===== src/rtl/gci_frame_mux.sv =====
module gci_frame_mux (
  input  logic        clk,
  input  logic        rst_n,
  input  logic        fsync,
  input  logic [1:0]  slot_sel,
  input  logic        lin_mode,
  input  logic [31:0] tx_voice,
  input  logic [55:0] tx_lin,
  input  logic [15:0] tx_mon,
  input  logic [11:0] tx_ci,
  input  logic [1:0]  tx_mx_n,
  input  logic [1:0]  tx_mr_n,
  input  logic        dd,
  output logic        du,
  output logic        rate_hi,
  output logic        rx_valid,
  output logic [2:0]  rx_slot,
  output logic [1:0]  rx_idx,
  output logic [7:0]  rx_data
);
  logic [9:0]  fcnt;
  logic [31:0] sh_voice;
  logic [55:0] sh_lin;
  logic [15:0] sh_mon, sh_cib;
  logic        sh_lin_m;
  logic [1:0]  sh_sel;
  logic [6:0]  sr;
  logic [7:0]  bitn, up, vbyte, mbyte, cbyte;
  logic [2:0]  slot, bpos;
  logic [1:0]  bidx;
  logic        in_rng, smp, take;
  logic [13:0] lraw;
  logic [15:0] lword;

  assign in_rng = rate_hi ? ~fcnt[9] : (fcnt[9:8] == 2'b00);
  assign bitn   = rate_hi ? fcnt[8:1] : fcnt[7:0];
  assign slot   = bitn[7:5];
  assign bidx   = bitn[4:3];
  assign bpos   = bitn[2:0];
  assign smp    = in_rng & (~rate_hi | fcnt[0]);

  assign mbyte = slot[0] ? sh_mon[15:8] : sh_mon[7:0];
  assign cbyte = slot[0] ? sh_cib[15:8] : sh_cib[7:0];

  always_comb begin
    case ({slot[0], bidx[0]})
      2'd0:    vbyte = sh_voice[7:0];
      2'd1:    vbyte = sh_voice[15:8];
      2'd2:    vbyte = sh_voice[23:16];
      default: vbyte = sh_voice[31:24];
    endcase
  end

  always_comb begin
    case ({slot[0], bidx[1]})
      2'd0:    lraw = sh_lin[13:0];
      2'd1:    lraw = sh_lin[27:14];
      2'd2:    lraw = sh_lin[41:28];
      default: lraw = sh_lin[55:42];
    endcase
  end

  assign lword = {{2{lraw[13]}}, lraw};

  always_comb begin
    up   = 8'hFF;
    take = 1'b0;
    if (!sh_lin_m) begin
      if (slot[2:1] == sh_sel) begin
        take = 1'b1;
        case (bidx)
          2'd2:    up = mbyte;
          2'd3:    up = cbyte;
          default: up = vbyte;
        endcase
      end
    end else if (sh_sel == 2'b00) begin
      if (slot[2:1] == 2'b00) begin
        take = bidx[1];
        if (bidx == 2'd2)      up = mbyte;
        else if (bidx == 2'd3) up = cbyte;
      end else if (slot[2:1] == 2'b10) begin
        take = 1'b1;
        up   = bidx[0] ? lword[7:0] : lword[15:8];
      end
    end
  end

  assign du = in_rng ? up[~bpos] : 1'b1;

  always_ff @(posedge clk or negedge rst_n) begin
    if (!rst_n) begin
      fcnt     <= '1;
      rate_hi  <= 1'b0;
      sh_voice <= '0;
      sh_lin   <= '0;
      sh_mon   <= '0;
      sh_cib   <= '0;
      sh_lin_m <= 1'b0;
      sh_sel   <= 2'b00;
    end else if (fsync) begin
      fcnt <= '0;
      if (fcnt == 10'd255)      rate_hi <= 1'b0;
      else if (fcnt == 10'd511) rate_hi <= 1'b1;
      sh_voice <= tx_voice;
      sh_lin   <= tx_lin;
      sh_mon   <= tx_mon;
      sh_cib   <= {tx_ci[11:6], tx_mr_n[1], tx_mx_n[1], tx_ci[5:0], tx_mr_n[0], tx_mx_n[0]};
      sh_lin_m <= lin_mode;
      sh_sel   <= slot_sel;
    end else if (fcnt != 10'h3FF) begin
      fcnt <= fcnt + 10'd1;
    end
  end

  always_ff @(posedge clk or negedge rst_n) begin
    if (!rst_n) begin
      sr       <= '0;
      rx_valid <= 1'b0;
      rx_slot  <= '0;
      rx_idx   <= '0;
      rx_data  <= '0;
    end else begin
      rx_valid <= 1'b0;
      if (smp) begin
        sr <= {sr[5:0], dd};
        if (bpos == 3'd7 && take) begin
          rx_valid <= 1'b1;
          rx_data  <= {sr, dd};
          rx_slot  <= slot;
          rx_idx   <= bidx;
        end
      end
    end
  end
endmodule


===== config.mk =====
export PLATFORM = sky130hd
export DESIGN_NAME = gci_frame_mux
export DESIGN_NICKNAME = d
export VERILOG_FILES = /design/src/rtl/gci_frame_mux.sv
export SDC_FILE = /design/constraint.sdc
export NUM_CORES = 1
export LEC_CHECK = 0
export ABC_AREA = 1
export BUFFER_PORTS_ARGS = -buffer_cell sky130_fd_sc_hd__buf_2
export CAP_MARGIN = 20
export CORE_MARGIN = 2
export CORE_UTILIZATION = 40
export DETAILED_ROUTE_END_ITERATION = 7
export PLACE_DENSITY = 0.7
export SLEW_MARGIN = 10
export SYNTH_ARGS = -nofsm -noshare
export SYNTH_HDL_FRONTEND = slang
export SYNTH_SLANG_ARGS = --single-unit

===== constraint.sdc =====
create_clock -name clk -period 2.36 [get_ports clk]
set_input_delay 0.118 -clock clk [delete_from_list [all_inputs] [get_ports clk]]
set_output_delay 0.118 -clock clk [all_outputs]
set_load 0.01 [all_outputs]

Word level (Yosys, flattened, before mapping)
Cells that the tools add are included.

Register bits: 155. Bits in latches: 0. Bits in writable memories: 0. ROM bits: 0. Input bits: 127. Output and inout bits: 16. Word-level logic and storage cells: 71. Memories: 0.

Add/sub/neg operators: 1. $mul: 0. Divide/modulo/power cells: 0. Magnitude comparators: 1. Equal/unequal tests: 12. Shift-type cells: 0. Mux-type cells: 29. Bitwise logic cells: 5. Reduce and logical (&&, ||, !) cells: 10.

Operators with widths (count): $mux W8 (11); $pmux W14 S3 (1); $pmux W8 S3 (1); $mux W10 (2); $pmux W8 S2 (1); $mux W1 (12); $add A10 B1 Y10 const B (1); $eq A10 B8 Y1 const B (1); $eq A10 B9 Y1 const B (1); $eq A2 B2 Y1 const B (5); $logic_not A2 Y1 (5); $ne A10 B10 Y1 const B (1); $eq A2 B1 Y1 const B (2); $lt A3 B4 Y1 const B (1); $reduce_and A2 Y1 (2); $reduce_bool A2 Y1 (2); $bmux W1 S3 (1); $eq A3 B3 Y1 const B (1); $not A3 Y3 (1); $eq A2 B2 Y1 (1); $not A1 Y1 (2); $and A1 B1 Y1 (1); $logic_and A1 B1 Y1 (1); $or A1 B1 Y1 (1).

Logic depth before layout (Yosys ltp)
Depth after elaboration: 11. Mapped depth: 17.

Worst setup path after synthesis
OpenSTA, ideal clock, no wires.

Path type: reg2out. Start: register rate_hi. End: output du. Arrival time: 1.769 ns. Required time: 2.242 ns. Setup slack: 0.473 ns. Stages on the path, launching flop included: 13. Buffers on the path: 0. Cells stage by stage: dfrtp_1 -> o21ai_0 -> nand2_2 -> nor2_4 -> nand3_1 -> nand2_1 -> inv_1 -> a21oi_1 -> nand2_1 -> nand3_1 -> nand3_1 -> nand2_1 -> nand2_1.

Word-level cells in the longest chain between the ends: 11.

Ends and longest elaborated chain: from (decl) (line 15) `output logic rate_hi,`; from (signal assigned) (line 94) `rate_hi <= 1'b0;`; from (signal assigned) (line 103) `if (fcnt == 10'd255) rate_hi <= 1'b0;`; from (signal assigned) (line 104) `else if (fcnt == 10'd511) rate_hi <= 1'b1;`; $mux W8 (line 36) `assign bitn = rate_hi ? fcnt[8:1] : fcnt[7:0];`; $eq A2 B2 Y1, or another cell as far along (line 55) `case ({slot[0], bidx[1]})`; $pmux W14 S3 (line 55); $mux W8 (line 84) `up = bidx[0] ? lword[7:0] : lword[15:8];`; $mux W8 (line 82) `end else if (slot[2:1] == 2'b10) begin`; $mux W8 (line 78) `if (slot[2:1] == 2'b00) begin`; $mux W8 (line 77) `end else if (sh_sel == 2'b00) begin`; $mux W8 (line 68) `if (!sh_lin_m) begin`; $bmux W1 S3 (line 89) `assign du = in_rng ? up[~bpos] : 1'b1;`; $mux W1 (implied by the code) (line 89); $mux W1 * (line 89); to (decl) (line 14) `output logic du,`.

Mark *: on every way between the ends. The rest lies on a longest branch, timed or not. The select of a mux whose other input is x is not followed.

Worst setup path in the final report
Ends and elaborated chain as after synthesis.

==> impl_metrics.toml <==
[die]
core_mm2 = 0.0186
start_util_pct = 40.7
ios = 143
rows = 50
die_y_um = 142
dieWidth_um = 142
die_area_mm2 = 0.0201

[worst_setup_path]
worst_ep_arrival_time_ps = 2510
crit_path_cell_trace = "inv_2 -> nand2_2 -> nand2_4 -> buf_12 -> buf_4 -> nor2_4 -> nand2_1 -> nand3_1 -> nand3_1 -> nand2_1 -> nand3_1 -> nand3_2 -> nand2_1 -> nand2_1 -> nand2_1 -> nand2_2 -> buf_6"
worstPathRequired_ps = 2240
timing.critical_path.mode_cell = "nand2_1"
worstSetupStartpointType = "register"
cp_max_fo = 8
rr_worst_depth = 11
r2r-start = "fcnt[1]"
path_class = "reg2out"
r2r-end = "fcnt[4]"
crit_start = "rate_hi"
cpPeakStageDelay_ps = 410
end_kind = "output pin"
r2r_slack_ps = 360
cpMaxStageDelayCell = "dfrtp_1"

[layout]
utilization_pct = 58.3
antenna_cells = 0
finalNonFillerCells = 1554
nets = 1435
syn_to_final_growth_pct = 43.3
drive_gt1_share_pct = 21.4

[drt]
drtIter0Drc = 437
wl_met1_um = 10600
drtAntennaViolNets = 0
totalWireLength_um = 23100
vias_per_cell = 4.83
wl_per_cell_um = 14.9
wl_met2_um = 11100
maxUsedRoutingLayer = "met4"
met3_length_um = 1040
drt_pass1_iterations = 5
drc = 0
vias = 7504

[grt]
overflow = 0
grt_max_degree = 160
track_usage_pct = 24.0
antenna_found_initial = 0
grt_pass1_wl_um = 37900
grt_pass1_vias = 7565

[timing]
relSlewSlack_pct = 58.3
worst_slew_pin_slew_ps = 626
min_period_ps = 2630
fin_crit_sh_pct = 111
finalMaxSlewViolations = 0
clock.fmax_mhz = 381
rsz0062_at_grt = "yes"
hold_viol_final = 0
setup_viol = 1
clock_skew_ps = 6.67
fin_ws_ps = -267
finalSetupTns_ps = -267

[worst_hold_path]
hp-class = "in2reg"
hold_start = "fsync"
hold_depth = 4
min_to = "sh_cib[11]"

[clock_tree]
clk_pin_slew_ps = 70
ctsHtreeMaxLevel = 4
clk_latency_ps = 430
cts_root_buffer = "clkbuf_16"
clockBufferDepth = 2
cts_tree = "done"
clock-sinks = 155
cts_made_buffers = 17

[placed_design]
dp_hpwl_um = 15100
portBuffers = 142
dpl.cell_count = 1382
place_ws_ps = 30.8
globalplace.congestion = 0.906

[synth]
synth-edff-count = 0
synthArstFlopShare_pct = 100
synth_ff_type = "dfrtp_1"
synth_fp_nets = 1145
synth.cell_area_mm2 = 0.00759
ys_types = 35
ys_seq_area_share_pct = 51.3
synth_area_per_cell_um2 = 7.46
ys_seq_elements = 155
yosysWarnings = 0
netlist_instances = 1017

[run]
max_cap_violations = 0

[power_and_ir_drop]
peakVddDrop_uv = 488
p_per_area_mw_per_mm2 = 632
power.leakage_uw = 0.00564

[status]
status = "finished with violations"
violations = "setup timing"
-- state kept, by name, indices dropped and copies added, names as in the netlist, 3 cells and up --
name      count
sh_voice     32
sh_cib       16
sh_mon       16
sh_lin       56
sr            7
fcnt         10
rx_slot       3
rx_data       8
-- area by class of cell --
cell class / instances / area, um^2
tap: 234 / 293
fill: 1624 / 7770
sequential: 155 / 3890
multi-input combinational: 734 / 3280
timing repair buffer: 315 / 2470
inverter: 84 / 315
clock buffer: 18 / 439
clock inverter: 14 / 183
-- what timing repair did --
item	CTS	global route
setup buffers	12	1
setup endpoints to repair	1	2
resized for setup	25	23
pin swaps	8	10
hold buffers	127	0
endpoints found under the hold margin	185	0
-- critical path, delay by kind of cell (launching register included) --
family	cells	cell delay, ps
simple gates	13	1170
flops	1	410
buf+inv	4	500
-- through the flow --
| step | hold slack [ps] | instance area, um^2 | total power (uW) |
|---|---|---|---|
| 5_1_grt | 244 | 10900 | 7190 |
| 2_1_floorplan | -178 | 7590 | 3460 |
| 4_1_cts | 242 | 10800 | 6890 |
| 6_report | 229 | 10900 | 6870 |
| 3_3_place_gp | 145 | 8700 | 3830 |
| 3_5_place_dp | 145 | 8700 | 3840 |
-- layout by cell type, fill, tap and decap left out, types with 8 or more instances in the layout --
cell             n
dlygate4sd3_1  127
nand2_1        475
nand3_2         11
clkbuf_16       17
o21ai_0         81
inv_1           76
nand3_1         65
dfstp_2         10
nand2_2          9
dfrtp_1        145
buf_4           35
buf_2          139
inv_2            8
o21ai_1         16
nor2_1          25
buf_12           9
-- metal layers --
metal | up-vias | track usage (%)
met5 | - | 0
met4 | 0 | 6.95
met3 | 29 | 3.68
met2 | 242 | 40.5
met1 | 3474 | 32.2
li1 | 3759 | -
-- cell families after synthesis --
kind of cell | Yosys count | synth area share [%]
fa+ha+maj | 1 | 0.165
compound gates | 119 | 8.49
buf+inv | 128 | 7.06
xor+xnor | 1 | 0.115
flops | 155 | 51.3
simple gates | 613 | 32.9
-- synth_stat cells (2+ instances only) --
library cell / n / area [um^2]
nand2_2: 6 / 37.5
a31oi_1: 2 / 12.5
dfstp_2: 10 / 263
nand2_1: 483 / 1810
nor3_1: 5 / 25.0
o21ai_1: 11 / 55.1
buf_4: 3 / 22.5
a211oi_1: 2 / 15.0
nand3_1: 75 / 375
o21ai_0: 87 / 435
clkbuf_1: 29 / 109
a21oi_1: 6 / 30.0
nand4_1: 3 / 18.8
buf_1: 2 / 7.51
buf_6: 5 / 56.3
nor2_4: 5 / 56.3
o21a_1: 2 / 15.0
inv_2: 4 / 15.0
nor2_1: 28 / 105
and3_1: 3 / 18.8
o21ai_2: 5 / 43.8
inv_1: 80 / 300
dfrtp_1: 145 / 3630
buf_2: 5 / 25.0
-- power breakdown --
part           internal (uW)  total (uW)  switching (uW)
combinational            450         996             546
sequential              2880        3000             124
clock                   1720        2870            1160
-- worst max-delay path by stage --
stage | endpoint | slack, ps | depth (start not counted)
after floorplan | du | 470 | 12
after global placement | du | 70 | 18
after detailed placement | du | 30 | 18
after CTS | du | -230 | 15
after global routing | du | -400 | 19
final | du | -270 | 17
(Power assumes the default switching activity.)
